### src/rtl/wp_guard_pkg.sv
package wp_guard_pkg;

    localparam int unsigned WORD_W     = 32;
    localparam int unsigned END_LSB    = 16;
    localparam int unsigned NUM_RANGES = 3;

    typedef enum logic [1:0] {
        SEL_RO    = 2'd0,
        SEL_RW_LO = 2'd1,
        SEL_RW_HI = 2'd2,
        SEL_NONE  = 2'd3
    } range_sel_e;

endpackage

### src/rtl/wp_range_regs.sv
module wp_range_regs
    import wp_guard_pkg::*;
#(
    parameter int unsigned PAGE_W = 8
) (
    input  logic                               clk_i,
    input  logic                               rst_ni,
    input  logic                               wr_en_i,
    input  logic [1:0]                         wr_sel_i,
    input  logic [WORD_W-1:0]                  wr_data_i,
    output logic [NUM_RANGES-1:0][PAGE_W-1:0]  start_o,
    output logic [NUM_RANGES-1:0][PAGE_W-1:0]  end_o
);

    typedef struct packed {
        logic [NUM_RANGES-1:0][PAGE_W-1:0] first;
        logic [NUM_RANGES-1:0][PAGE_W-1:0] last;
    } bank_t;

    bank_t st_d, st_q;

    always_comb begin
        st_d = st_q;
        if (wr_en_i) begin
            for (int i = 0; i < NUM_RANGES; i++) begin
                if (wr_sel_i == 2'(i)) begin
                    st_d.first[i] = wr_data_i[PAGE_W-1:0];
                    st_d.last[i]  = wr_data_i[END_LSB +: PAGE_W];
                end
            end
        end
    end

    always_ff @(posedge clk_i or negedge rst_ni) begin
        if (!rst_ni) begin
            st_q.first <= {NUM_RANGES{ {PAGE_W{1'b1}} }};
            st_q.last  <= '0;
        end else begin
            st_q <= st_d;
        end
    end

    assign start_o = st_q.first;
    assign end_o   = st_q.last;

endmodule

### src/rtl/wp_range_decode.sv
module wp_range_decode #(
    parameter int unsigned PAGE_W = 8,
    parameter bit          UPPER  = 1'b0
) (
    input  logic              dual_i,
    input  logic [PAGE_W-1:0] start_i,
    input  logic [PAGE_W-1:0] end_i,
    input  logic [PAGE_W-1:0] page_i,
    output logic              hit_o
);

    localparam int unsigned HALF_W = PAGE_W - 1;

    logic [PAGE_W-1:0] mask;
    logic [PAGE_W-1:0] lo_idx;
    logic [PAGE_W-1:0] hi_idx;
    logic              enabled;

    always_comb begin
        mask    = dual_i ? {1'b0, {HALF_W{1'b1}}} : {PAGE_W{1'b1}};
        lo_idx  = start_i & mask;
        hi_idx  = end_i & mask;
        enabled = (hi_idx >= lo_idx);
    end

    generate
        if (UPPER) begin : g_upper
            logic [PAGE_W-1:0] rel;
            assign rel   = {1'b0, page_i[HALF_W-1:0]};
            assign hit_o = dual_i & enabled & page_i[PAGE_W-1]
                         & (rel >= lo_idx) & (rel <= hi_idx);
        end else begin : g_lower
            assign hit_o = enabled & (page_i >= lo_idx) & (page_i <= hi_idx);
        end
    endgenerate

endmodule

### src/rtl/wp_query_stage.sv
module wp_query_stage (
    input  logic clk_i,
    input  logic rst_ni,
    input  logic q_valid_i,
    input  logic q_write_i,
    input  logic hit_i,
    output logic valid_o,
    output logic prot_o,
    output logic illegal_o
);

    typedef struct packed {
        logic valid;
        logic prot;
        logic illegal;
    } res_t;

    res_t res_d, res_q;

    always_comb begin
        res_d.valid   = q_valid_i;
        res_d.prot    = q_valid_i & hit_i;
        res_d.illegal = q_valid_i & hit_i & q_write_i;
    end

    always_ff @(posedge clk_i or negedge rst_ni) begin
        if (!rst_ni) res_q <= '0;
        else         res_q <= res_d;
    end

    assign valid_o   = res_q.valid;
    assign prot_o    = res_q.prot;
    assign illegal_o = res_q.illegal;

endmodule

### src/rtl/wp_guard.sv
module wp_guard
    import wp_guard_pkg::*;
#(
    parameter int unsigned PAGE_W = 8
) (
    input  logic              clk_i,
    input  logic              rst_ni,
    input  logic              dual_bank_i,
    input  logic              wr_en_i,
    input  logic [1:0]        wr_sel_i,
    input  logic [31:0]       wr_data_i,
    input  logic              q_valid_i,
    input  logic              q_write_i,
    input  logic [PAGE_W-1:0] q_page_i,
    output logic              res_valid_o,
    output logic              res_prot_o,
    output logic              res_illegal_o
);

    logic [NUM_RANGES-1:0][PAGE_W-1:0] starts;
    logic [NUM_RANGES-1:0][PAGE_W-1:0] ends;
    logic [NUM_RANGES-1:0]             hits;

    wp_range_regs #(.PAGE_W(PAGE_W)) u_regs (
        .clk_i     (clk_i),
        .rst_ni    (rst_ni),
        .wr_en_i   (wr_en_i),
        .wr_sel_i  (wr_sel_i),
        .wr_data_i (wr_data_i),
        .start_o   (starts),
        .end_o     (ends)
    );

    generate
        for (genvar g = 0; g < NUM_RANGES; g++) begin : g_win
            wp_range_decode #(
                .PAGE_W (PAGE_W),
                .UPPER  (g == int'(SEL_RW_HI))
            ) u_dec (
                .dual_i  (dual_bank_i),
                .start_i (starts[g]),
                .end_i   (ends[g]),
                .page_i  (q_page_i),
                .hit_o   (hits[g])
            );
        end
    endgenerate

    wp_query_stage u_stage (
        .clk_i     (clk_i),
        .rst_ni    (rst_ni),
        .q_valid_i (q_valid_i),
        .q_write_i (q_write_i),
        .hit_i     (|hits),
        .valid_o   (res_valid_o),
        .prot_o    (res_prot_o),
        .illegal_o (res_illegal_o)
    );

endmodule

### config.mk
export PLATFORM = sky130hd
export DESIGN_NAME = wp_guard
export DESIGN_NICKNAME = d
export VERILOG_FILES = /design/src/rtl/wp_guard_pkg.sv /design/src/rtl/wp_range_regs.sv /design/src/rtl/wp_range_decode.sv /design/src/rtl/wp_query_stage.sv /design/src/rtl/wp_guard.sv
export SDC_FILE = /design/constraint.sdc
export NUM_CORES = 1
export LEC_CHECK = 0
export ABC_AREA = 0
export BUFFER_PORTS_ARGS = -buffer_cell sky130_fd_sc_hd__buf_2
export CORE_MARGIN = 3
export CORE_UTILIZATION = 55
export CTS_CLUSTER_SIZE = 28
export DETAILED_ROUTE_END_ITERATION = 8
export PLACE_DENSITY_LB_ADDON = 0.12
export SLEW_MARGIN = 15
export SYNTH_ARGS = -nofsm -noshare
export SYNTH_HDL_FRONTEND = slang
export SYNTH_SLANG_ARGS = --single-unit
export TNS_END_PERCENT = 1
### constraint.sdc
create_clock -name clk_i -period 2.3 [get_ports clk_i]
set_input_delay 0 -clock clk_i [delete_from_list [all_inputs] [get_ports clk_i]]
set_output_delay 0 -clock clk_i [all_outputs]
set_load 0.05 [all_outputs]
==> impl_metrics.toml, run 1 <==
[clock_tree]
clk_pin_slew_ps = 90
htree_levels = 2
ctsLongestPathBuffers = 2
cts-buffers-inserted = 5
postCtsSetupBuffers = 0
root_buffer = "clkbuf_8"
cts_tree = "yes"
insertion_delay_ps = 300
clock-sinks = 51

[routing]
wl_met2_mm = 3.836
antenna_left = 0
wl_per_cell_um = 16.59
wl_met1_mm = 3.788
top_layer = "met4"
num_vias = 2707
dr.pass1.iters = 6
drc_errors = 0
route.met3.wl_um = 253
wirelength_mm = 7.965
detailedRoute.firstIterationViolations = 133
via_per_inst = 5.640

[sta]
period_needed_ps = 2216
slew_viol_final = 0
finalHoldViolCount = 0
rsz0062_at_grt = "yes"
whs_ps = 219.9
setup_viol = 0
fin_setup_tns_ps = 0
max_slew_margin_pct = 46.68
max_clock_freq_mhz = 451.2
finClkSkew_ps = 7.579
worst_slew_pin_slew_ps = 797.4
min_period_over_period_pct = 96.37

[setup_path]
crit_arrival_ps = 2410
max_stage_delay_ps = 580
critPathCaptureType = "flip-flop"
path_cells = "ha_4, nand2b_4, a211o_1, o2bb2ai_1, o32a_1, a21boi_1, or3b_1"
crit_fanout = 3
worstSetupPathType = "reg -> reg"
crit_buf_inv = 0
crit_family = "compound AO/OA/AOI/OAI gates"
slowest_stage = "dfstp_2"
critPathLaunchType = "flip-flop"
required_ps = 2490

[global_routing]
grt_start_max_net_pins = 30
track_usage_pct = 22.91
grt_pass1_wl_mm = 13.21
antenna_found_initial = 0
grt_pass1_vias = 2814
grt_overflow = 0

[logic_synthesis]
synth_edf_count = 0
synthCells = 345
ys_seq_elements = 51
synthFlopType = "dfrtp_1"
avgSynthCellArea_um2 = 10.34
yosys_warnings = 0
syn_nets = 463
ys_seq_area_share_pct = 36.62
yosys.cell_types.count = 38
netlist_area_um2 = 3567
synth_async_sr_flop_share_pct = 100.0

[power_and_ir_drop]
internal_power_mw = 1.826
p_per_area_nw_per_um2 = 666.2
clockPowerShare_pct = 18.5
seqPwrFrac_pct = 43.8
switching_power_mw = 0.9472
p_leak_nw = 2.026
comb_power_share_pct = 37.7
ir_drop_uv = 380.1
p_total_mw = 2.773
p_sw_share_pct = 34.16

[status]
status = "complete, no violations"

[floorplanning]
core_um2 = 6096
rows = 28
dieArea_um2 = 7488
initial_core_util_pct = 58.52
die_h_um = 86.54
die_w_um = 86.54
io_pins = 51

[cells_and_area]
utilization_pct = 68.29
nNetsFinal = 522
drive_above_1_share_pct = 26.91
antenna_cells = 0
syn2layout_area_growth_pct = 16.70
fill_cells = 477

[hold_path]
hold_path.class = "in -> async"

[placed_design]
dp_hpwl_mm = 6.121
place.gp.congestion = 0.9044
io_buffers = 34

[flow_run]
cap_violations = 0
per-layer routing:
layer,up-vias,global-route usage [%]
li1,1339,-
met1,1312,30.62
met2,46,39.22
met3,10,3.232
met4,0,5.666
met5,-,0
power groups by stage:
stage | sequential, mW | combinational [mW] | clock [mW]
global route | 1.24 | 1.20 | 0.566
CTS | 1.21 | 1.03 | 0.532
global placement | 1.22 | 0.942 | 0
finish | 1.22 | 1.05 | 0.512
floorplan | 1.23 | 0.684 | 0
detailed placement | 1.23 | 0.993 | 0
cell usage after synthesis, types with 6 or more instances:
| cell type | instances | area, um2 |
|---|---|---|
| dfrtp_1 | 27 | 675.7 |
| a21oi_1 | 17 | 85.08 |
| mux2_2 | 35 | 394.1 |
| nand3_1 | 8 | 40.04 |
| nor2_1 | 8 | 30.03 |
| ha_1 | 70 | 875.8 |
| dfstp_2 | 24 | 630.6 |
| a211oi_1 | 6 | 45.04 |
| nand2_1 | 20 | 75.07 |
| o21ai_0 | 26 | 130.1 |
| nand2b_1 | 9 | 56.30 |
| inv_1 | 46 | 172.7 |
| nor2b_1 | 6 | 37.54 |
stage by stage:
| step | setup WS [ps] | cell area [um2] | cells |
|---|---|---|---|
| after floorplan | 185.0 | 3567 | 345 |
| after global placement | 47.78 | 3860 | 453 |
| after detailed placement | 11.07 | 3860 | 453 |
| after CTS | 26.81 | 4133 | 480 |
| after global routing | -9.567 | 4163 | 480 |
| final | 83.60 | 4163 | 480 |
flip-flops by register name, summed over array words and instances (netlist names):
name and cells:
u_stage.illegal_o 1, u_stage.valid_o 1, u_regs.end_o 24, u_regs.start_o 24, u_stage.prot_o 1
what timing repair did:
item	in CTS	in global routing
pin swaps	0	1
endpoints found under the setup margin	2	2
endpoints found under the hold margin	57	0
hold buffers	19	0
gates resized for setup	1	4
path summary, 6_finish.rpt:
kind	startpoint	to	slack, ps	depth (start not counted)
max	u_regs.start_o[0]	u_stage.prot_o	80	7
min	rst_ni	u_regs.end_o[6]	220	2
max reg2reg	u_regs.start_o[0]	u_stage.prot_o	80	7
min reg2reg	u_regs.end_o[23]	u_regs.end_o[23]	510	1
max in group asynchronous	rst_ni	u_regs.start_o[11]	1460	3
min in group clk_i	wr_sel_i[0]	u_regs.start_o[6]	240	5
logic make-up (layout without fill, tap and decap cells):
logic type | after synthesis | count (layout) | share of synthesized area [%]
muxes | 35 | 35 | 11.05
and+or+nand+nor | 68 | 68 | 10.21
buffers and inverters | 51 | 111 | 5.367
adders and majority gates | 70 | 70 | 24.55
DFF | 51 | 51 | 36.62
AOI/OAI and AO/OA | 70 | 70 | 12.21
placed cells by master, fill, tap and decap left out, types with 8 or more instances in the layout:
cell	n
nand2b_1	9
nor2_1	8
a21oi_1	17
buf_2	34
mux2_2	35
dfrtp_1	27
dlygate4sd3_1	19
nand3_1	8
ha_1	69
o21ai_0	26
dfstp_2	24
nand2_1	20
inv_1	46
area by class of cell:
type	count	area (um2)	area share [%]
Inverter	46	172.7	4.148
Tap cell	75	93.84	2.254
Clock buffer	7	76.32	1.833
Sequential cell	51	1306	31.38
Timing Repair Buffer	57	402.9	9.678
Clock inverter	1	5.005	0.1202
Multi-Input combinational cell	243	2106	50.59
Power figures use the tool's default switching activity.
==> run 2, diff against run 1 <==
--- a/config.mk
+++ b/config.mk
@@ -6,11 +6,12 @@
 export NUM_CORES = 1
 export LEC_CHECK = 0
 export ABC_AREA = 0
-export BUFFER_PORTS_ARGS = -buffer_cell sky130_fd_sc_hd__buf_2
 export CORE_MARGIN = 3
 export CORE_UTILIZATION = 55
+export CTS_CLUSTER_DIAMETER = 120
 export CTS_CLUSTER_SIZE = 28
 export DETAILED_ROUTE_END_ITERATION = 8
+export DONT_BUFFER_PORTS = 1
 export PLACE_DENSITY_LB_ADDON = 0.12
 export SLEW_MARGIN = 15
 export SYNTH_ARGS = -nofsm -noshare
==> impl_metrics.toml, run 2 (synthesis results as in run 1) <==
[cells_and_area]
multi_input_area_um2 = 2081
fill_cells = 508
layout.cells.non_filler = 448
regArea_um2 = 1306
antenna_cells = 0
drive_above_1_share_pct = 20.11
final_common_cell = "ha_1"
layout_common_cells = "70 x ha_1, 46 x inv_1, 35 x mux2_2, 27 x dfrtp_1, 26 x o21ai_0"
syn2layout_area_growth_pct = 11.93
nNetsFinal = 490

[global_routing]
met3_usage_pct = 3.517
track_usage_pct = 22.97
grt_overflow = 0
grt_start_max_net_pins = 52
antenna_found_initial = 0
grt_util_met2_pct = 38.32
grt_pass1_wl_mm = 13.28
met1_usage_pct = 31.45
grt-busiest-layer = "met2"
grt_pass1_vias = 2767

[routing]
wl_per_cell_um = 17.94
drc_errors = 0
dr.pass1.iters = 4
antenna_left = 0
detailedRoute.firstIterationViolations = 109
via_per_inst = 5.897
num_vias = 2642
wirelength_mm = 8.037

[sta]
whs_ps = -0.1233
max_slew_margin_pct = 38.67
period_needed_ps = 2273
finClkSkew_ps = 2.739
worst_slew_pin_slew_ps = 915.9
finalHoldViolCount = 1
slew_viol_final = 0
worst_slack_ps = 27.47
max_clock_freq_mhz = 440.0
setup_viol = 0
rsz0062_at_grt = "yes"
min_period_over_period_pct = 98.81

[status]
violations = "negative hold slack"
status = "finished, violations left"

[setup_path]
crit_arrival_ps = 2460
worstSetupPathType = "reg -> reg"
critPathCaptureType = "flip-flop"
r2r_end = "u_stage.prot_o"
required_ps = 2490
crit_fanout = 3
reg2regPathDepth = 7
r2r_start = "u_regs.start_o[0]"
critPathLaunchType = "flip-flop"
crit_path_start = "u_regs.start_o[0]"
r2r_setup_slack_ps = 30

[placed_design]
dp.cells = 418
pre_cts_ws_ps = 57.04
dp_hpwl_mm = 6.273
io_buffers = 0
place.gp.congestion = 0.9015

[floorplanning]
initial_core_util_pct = 58.52
die_w_um = 86.54
io_pins = 51
rows = 28
core_um2 = 6096
die_h_um = 86.54
dieArea_um2 = 7488

[clock_tree]
cts-buffers-inserted = 5
clock-sinks = 51
cts_tree = "yes"
root_buffer = "clkbuf_8"
insertion_delay_ps = 310
ctsLongestPathBuffers = 2
clk_pin_slew_ps = 90
htree_levels = 2

[power_and_ir_drop]
p_per_area_nw_per_um2 = 682.6
ir_drop_uv = 380.5
p_leak_nw = 1.898

[hold_path]
hold_path.class = "in -> reg"
holdPathStages = 2
worstHoldStart = "wr_sel_i[0]"
min_to = "u_regs.end_o[1]"

[flow_run]
cap_violations = 0
[run 2: what timing repair did]
action / 4_1_cts / 5_1_grt
setup buffers: 0 / 1
hold endpoints to repair: 101 / 0
resized for setup: 0 / 3
setup endpoints to repair: 0 / 2
hold buffers: 21 / 0
[run 2: how the worst max path moves through the flow]
stage                     end  cells after the start
3_5_place_dp   u_stage.prot_o                      7
2_1_floorplan  u_stage.prot_o                      7
5_1_grt        u_stage.prot_o                      7
6_report       u_stage.prot_o                      7
4_1_cts        u_stage.prot_o                      7
3_3_place_gp   u_stage.prot_o                      7
[run 2: layout make-up]
class / count / area share (%)
tap: 75 / 2.350
clock buffer: 7 / 1.912
clock inverter: 1 / 0.1254
sequential: 51 / 32.72
multi-input combinational: 243 / 52.12
inverter: 46 / 4.325
timing repair buffer: 25 / 6.456
[run 2: report_power, final]
| part | switching (mW) | internal, mW | leakage (nW) |
|---|---|---|---|
| Clock | 0.303 | 0.215 | 0.0422 |
| Sequential | 0.132 | 1.12 | 0.578 |
| Combinational | 0.491 | 0.469 | 1.28 |
| Total | 0.926 | 1.80 | 1.90 |
[run 2: through the flow]
step	util [%]	TNS (ps)	cell area [um2]	total power, mW
finish	65.50	0	3993	2.725
global route	65.50	-44.69	3993	2.950
CTS	65.27	0	3979	2.725
detailed placement	60.20	0	3670	2.146
global placement	60.20	0	3670	2.086
floorplan	-	0	3567	1.911
[run 2: metal layers]
metal / vias to the layer above / wire length (um)
li1: 1277 / -
met1: 1309 / 3775
met2: 50 / 3799
met3: 6 / 397
met4: 0 / 65
met5: - / 0
[run 2: worst max-delay path, stage by stage (launching register included)]
cell and delay (ps):
dfstp_2 560, ha_1 220, nand2b_4 130, a211o_1 300, o2bb2ai_1 130, o32a_1 310, a21boi_1 130, or3b_1 360
==> run 3, diff against run 2 <==
--- a/config.mk
+++ b/config.mk
@@ -16,5 +16,6 @@
 export SLEW_MARGIN = 15
 export SYNTH_ARGS = -nofsm -noshare
 export SYNTH_HDL_FRONTEND = slang
+export SYNTH_HIERARCHICAL = 1
 export SYNTH_SLANG_ARGS = --single-unit
 export TNS_END_PERCENT = 1
==> impl_metrics.toml, run 3 <==
[cells_and_area]
drive_above_1_share_pct = 27.62
nNetsFinal = 461
layout_common_cells = "69 x ha_1, 48 x mux2_2, 45 x inv_1, 27 x dfrtp_1, 24 x dfstp_2"
fill_cells = 498
final_common_cell = "ha_1"
syn2layout_area_growth_pct = 11.95
antenna_cells = 0

[sta]
setup_viol = 0
finClkSkew_ps = 7.689
min_period_over_period_pct = 99.63
rsz0062_at_grt = "yes"
max_clock_freq_mhz = 436.4
max_slew_margin_pct = 43.21
fin_setup_tns_ps = 0
worst_slew_pin_slew_ps = 850.9
period_needed_ps = 2291
slew_viol_final = 0
finalHoldViolCount = 0

[routing]
drc_errors = 0
dr.pass1.iters = 4
via_per_inst = 5.857
antenna_left = 0
wirelength_mm = 7.617
detailedRoute.firstIterationViolations = 94
wl_per_cell_um = 18.18
num_vias = 2454

[setup_path]
critPathCaptureType = "flip-flop"
path_cells = "inv_1, ha_1, o211ai_1, a21oi_1, a2111oi_2, o21ai_0, o211a_1, or3_4, and3_1"
worstSetupPathType = "reg -> reg"
required_ps = 2490
slowest_stage = "dfstp_2"
crit_fanout = 2
crit_arrival_ps = 2480
max_stage_delay_ps = 540
critPathLaunchType = "flip-flop"

[logic_synthesis]
netlist_area_um2 = 3592
ys_seq_area_share_pct = 36.36
synth_top_family_by_area = "adder cells"
synth-adder-area-share_pct = 24.38
yosys_warnings = 6
ys_seq_elements = 51
synth_top_cell_by_area = "ha_1"
synth-simple-area-share_pct = 7.384
synth_commonest_cells = "70 x ha_1, 48 x mux2_2, 45 x inv_1"
synthCells = 317
post-synth-top-count-cell = "ha_1"
yosys-top-cells-area = "ha_1 24%, dfrtp_1 19%, dfstp_2 18%"
avgSynthCellArea_um2 = 11.33
synthXorXnorAreaFrac_pct = 0
synth_async_sr_flop_share_pct = 100.0
synth_compound_area_share_pct = 11.22
synth_edf_count = 0
syn_nets = 435
synthFlopType = "dfrtp_1"
synth.top_cell.area_share_pct = 24.38
yosys.cell_types.count = 36
synth_mux_area_share_pct = 15.05

[global_routing]
grt_start_max_net_pins = 52
antenna_found_initial = 0
grt_pass1_vias = 2628
track_usage_pct = 21.84
grt_overflow = 0
grt_pass1_wl_mm = 12.67

[power_and_ir_drop]
p_total_mw = 2.873
ir_drop_uv = 388.6
p_per_area_nw_per_um2 = 714.6
p_leak_nw = 1.938

[status]
status = "complete, no violations"

[flow_run]
cap_violations = 0

[clock_tree]
ctsLongestPathBuffers = 2
clock-sinks = 51
clk_pin_slew_ps = 90
postCtsSetupBuffers = 0
root_buffer = "clkbuf_8"
cts_tree = "yes"
cts-buffers-inserted = 5
insertion_delay_ps = 300
htree_levels = 2

[floorplanning]
core_um2 = 6131
dieArea_um2 = 7537
initial_core_util_pct = 58.59
io_pins = 51
die_w_um = 86.82
die_h_um = 86.82
rows = 28

[placed_design]
dp_hpwl_mm = 5.903
io_buffers = 0
place.gp.congestion = 0.8287

[hold_path]
hold_path.class = "in -> reg"
run 3: changes by cell type after synthesis, moves of 5 or more:
cell      before  now
nand2_1       20    6
a21oi_1       17   22
a211oi_1       6    1
clkbuf_1       5    0
mux2_2        35   48
nand3_1        8    2
o21ai_0       26    7
a21o_1         2    7
run 3: critical path, delay by kind of cell (launching register included):
| family | cells | cell delay [ps] |
|---|---|---|
| AND/OR/NAND/NOR | 2 | 530 |
| AO/OA/AOI/OAI | 5 | 780 |
| flip-flops | 1 | 540 |
| buffers and inverters | 1 | 50 |
| adder cells (fa/ha/maj) | 1 | 280 |
run 3: path summary, 6_finish.rpt:
| path | from | end | slack (ps) | depth (start not counted) |
|---|---|---|---|---|
| min in group asynchronous | rst_ni | u_regs/end_o[7] | 210 | 2 |
| min | wr_sel_i[0] | u_regs/end_o[0] | 60 | 2 |
| max reg2reg | u_regs/start_o[1] | u_stage/illegal_o | 9 | 9 |
| min reg2reg | u_regs/end_o[23] | u_regs/end_o[23] | 500 | 1 |
| max | u_regs/start_o[1] | u_stage/illegal_o | 9 | 9 |
| max in group asynchronous | rst_ni | u_regs/start_o[3] | 1810 | 2 |
run 3: cells by family after synthesis:
logic type | count (synthesis)
AND/OR/NAND/NOR | 43
buffers and inverters | 48
adder cells (fa/ha/maj) | 70
flip-flops | 51
AO/OA/AOI/OAI | 57
multiplexers | 48
run 3: what timing repair did:
| item | in CTS | in global routing |
|---|---|---|
| hold buffers | 20 | 0 |
| pin swaps | 0 | 1 |
| gates resized for setup | 6 | 2 |
| endpoints found under the hold margin | 102 | 0 |
| setup endpoints to repair | 2 | 2 |
run 3: final cells by class:
cell class | count | area (um2) | share of cell area, %
clock buffer | 8 | 100.1 | 2.489
tap | 75 | 93.84 | 2.334
multi-input combinational | 218 | 2120 | 52.71
sequential | 51 | 1306 | 32.48
inverter | 45 | 168.9 | 4.200
timing repair buffer | 22 | 232.7 | 5.787
run 3: metal layers:
metal | share of wire, % | vias to the layer above | track usage (%)
met5 | 0 | - | 0
met4 | 0.67 | 0 | 4.391
met3 | 4.5 | 4 | 3.517
met2 | 47 | 40 | 36.16
met1 | 48 | 1213 | 30.20
li1 | - | 1197 | -
run 3: where the power goes:
part | internal [mW] | switching [mW]
clock network | 0.275 | 0.277
logic | 0.539 | 0.514
registers | 1.12 | 0.146
run 3: stage by stage:
step / util (%) / hold WS, ps / std cells / instance area (um2) / worst slack [ps]
2_1_floorplan: - / -295.6 / 317 / 3592 / 182.0
3_3_place_gp: 59.84 / -293.3 / 391 / 3669 / -53.67
3_5_place_dp: 59.84 / -293.4 / 391 / 3669 / -215.4
4_1_cts: 65.31 / 58.77 / 419 / 4004 / 8.675
5_1_grt: 65.59 / 58.66 / 419 / 4021 / -75.53
6_report: 65.59 / 61.49 / 419 / 4021 / 8.539
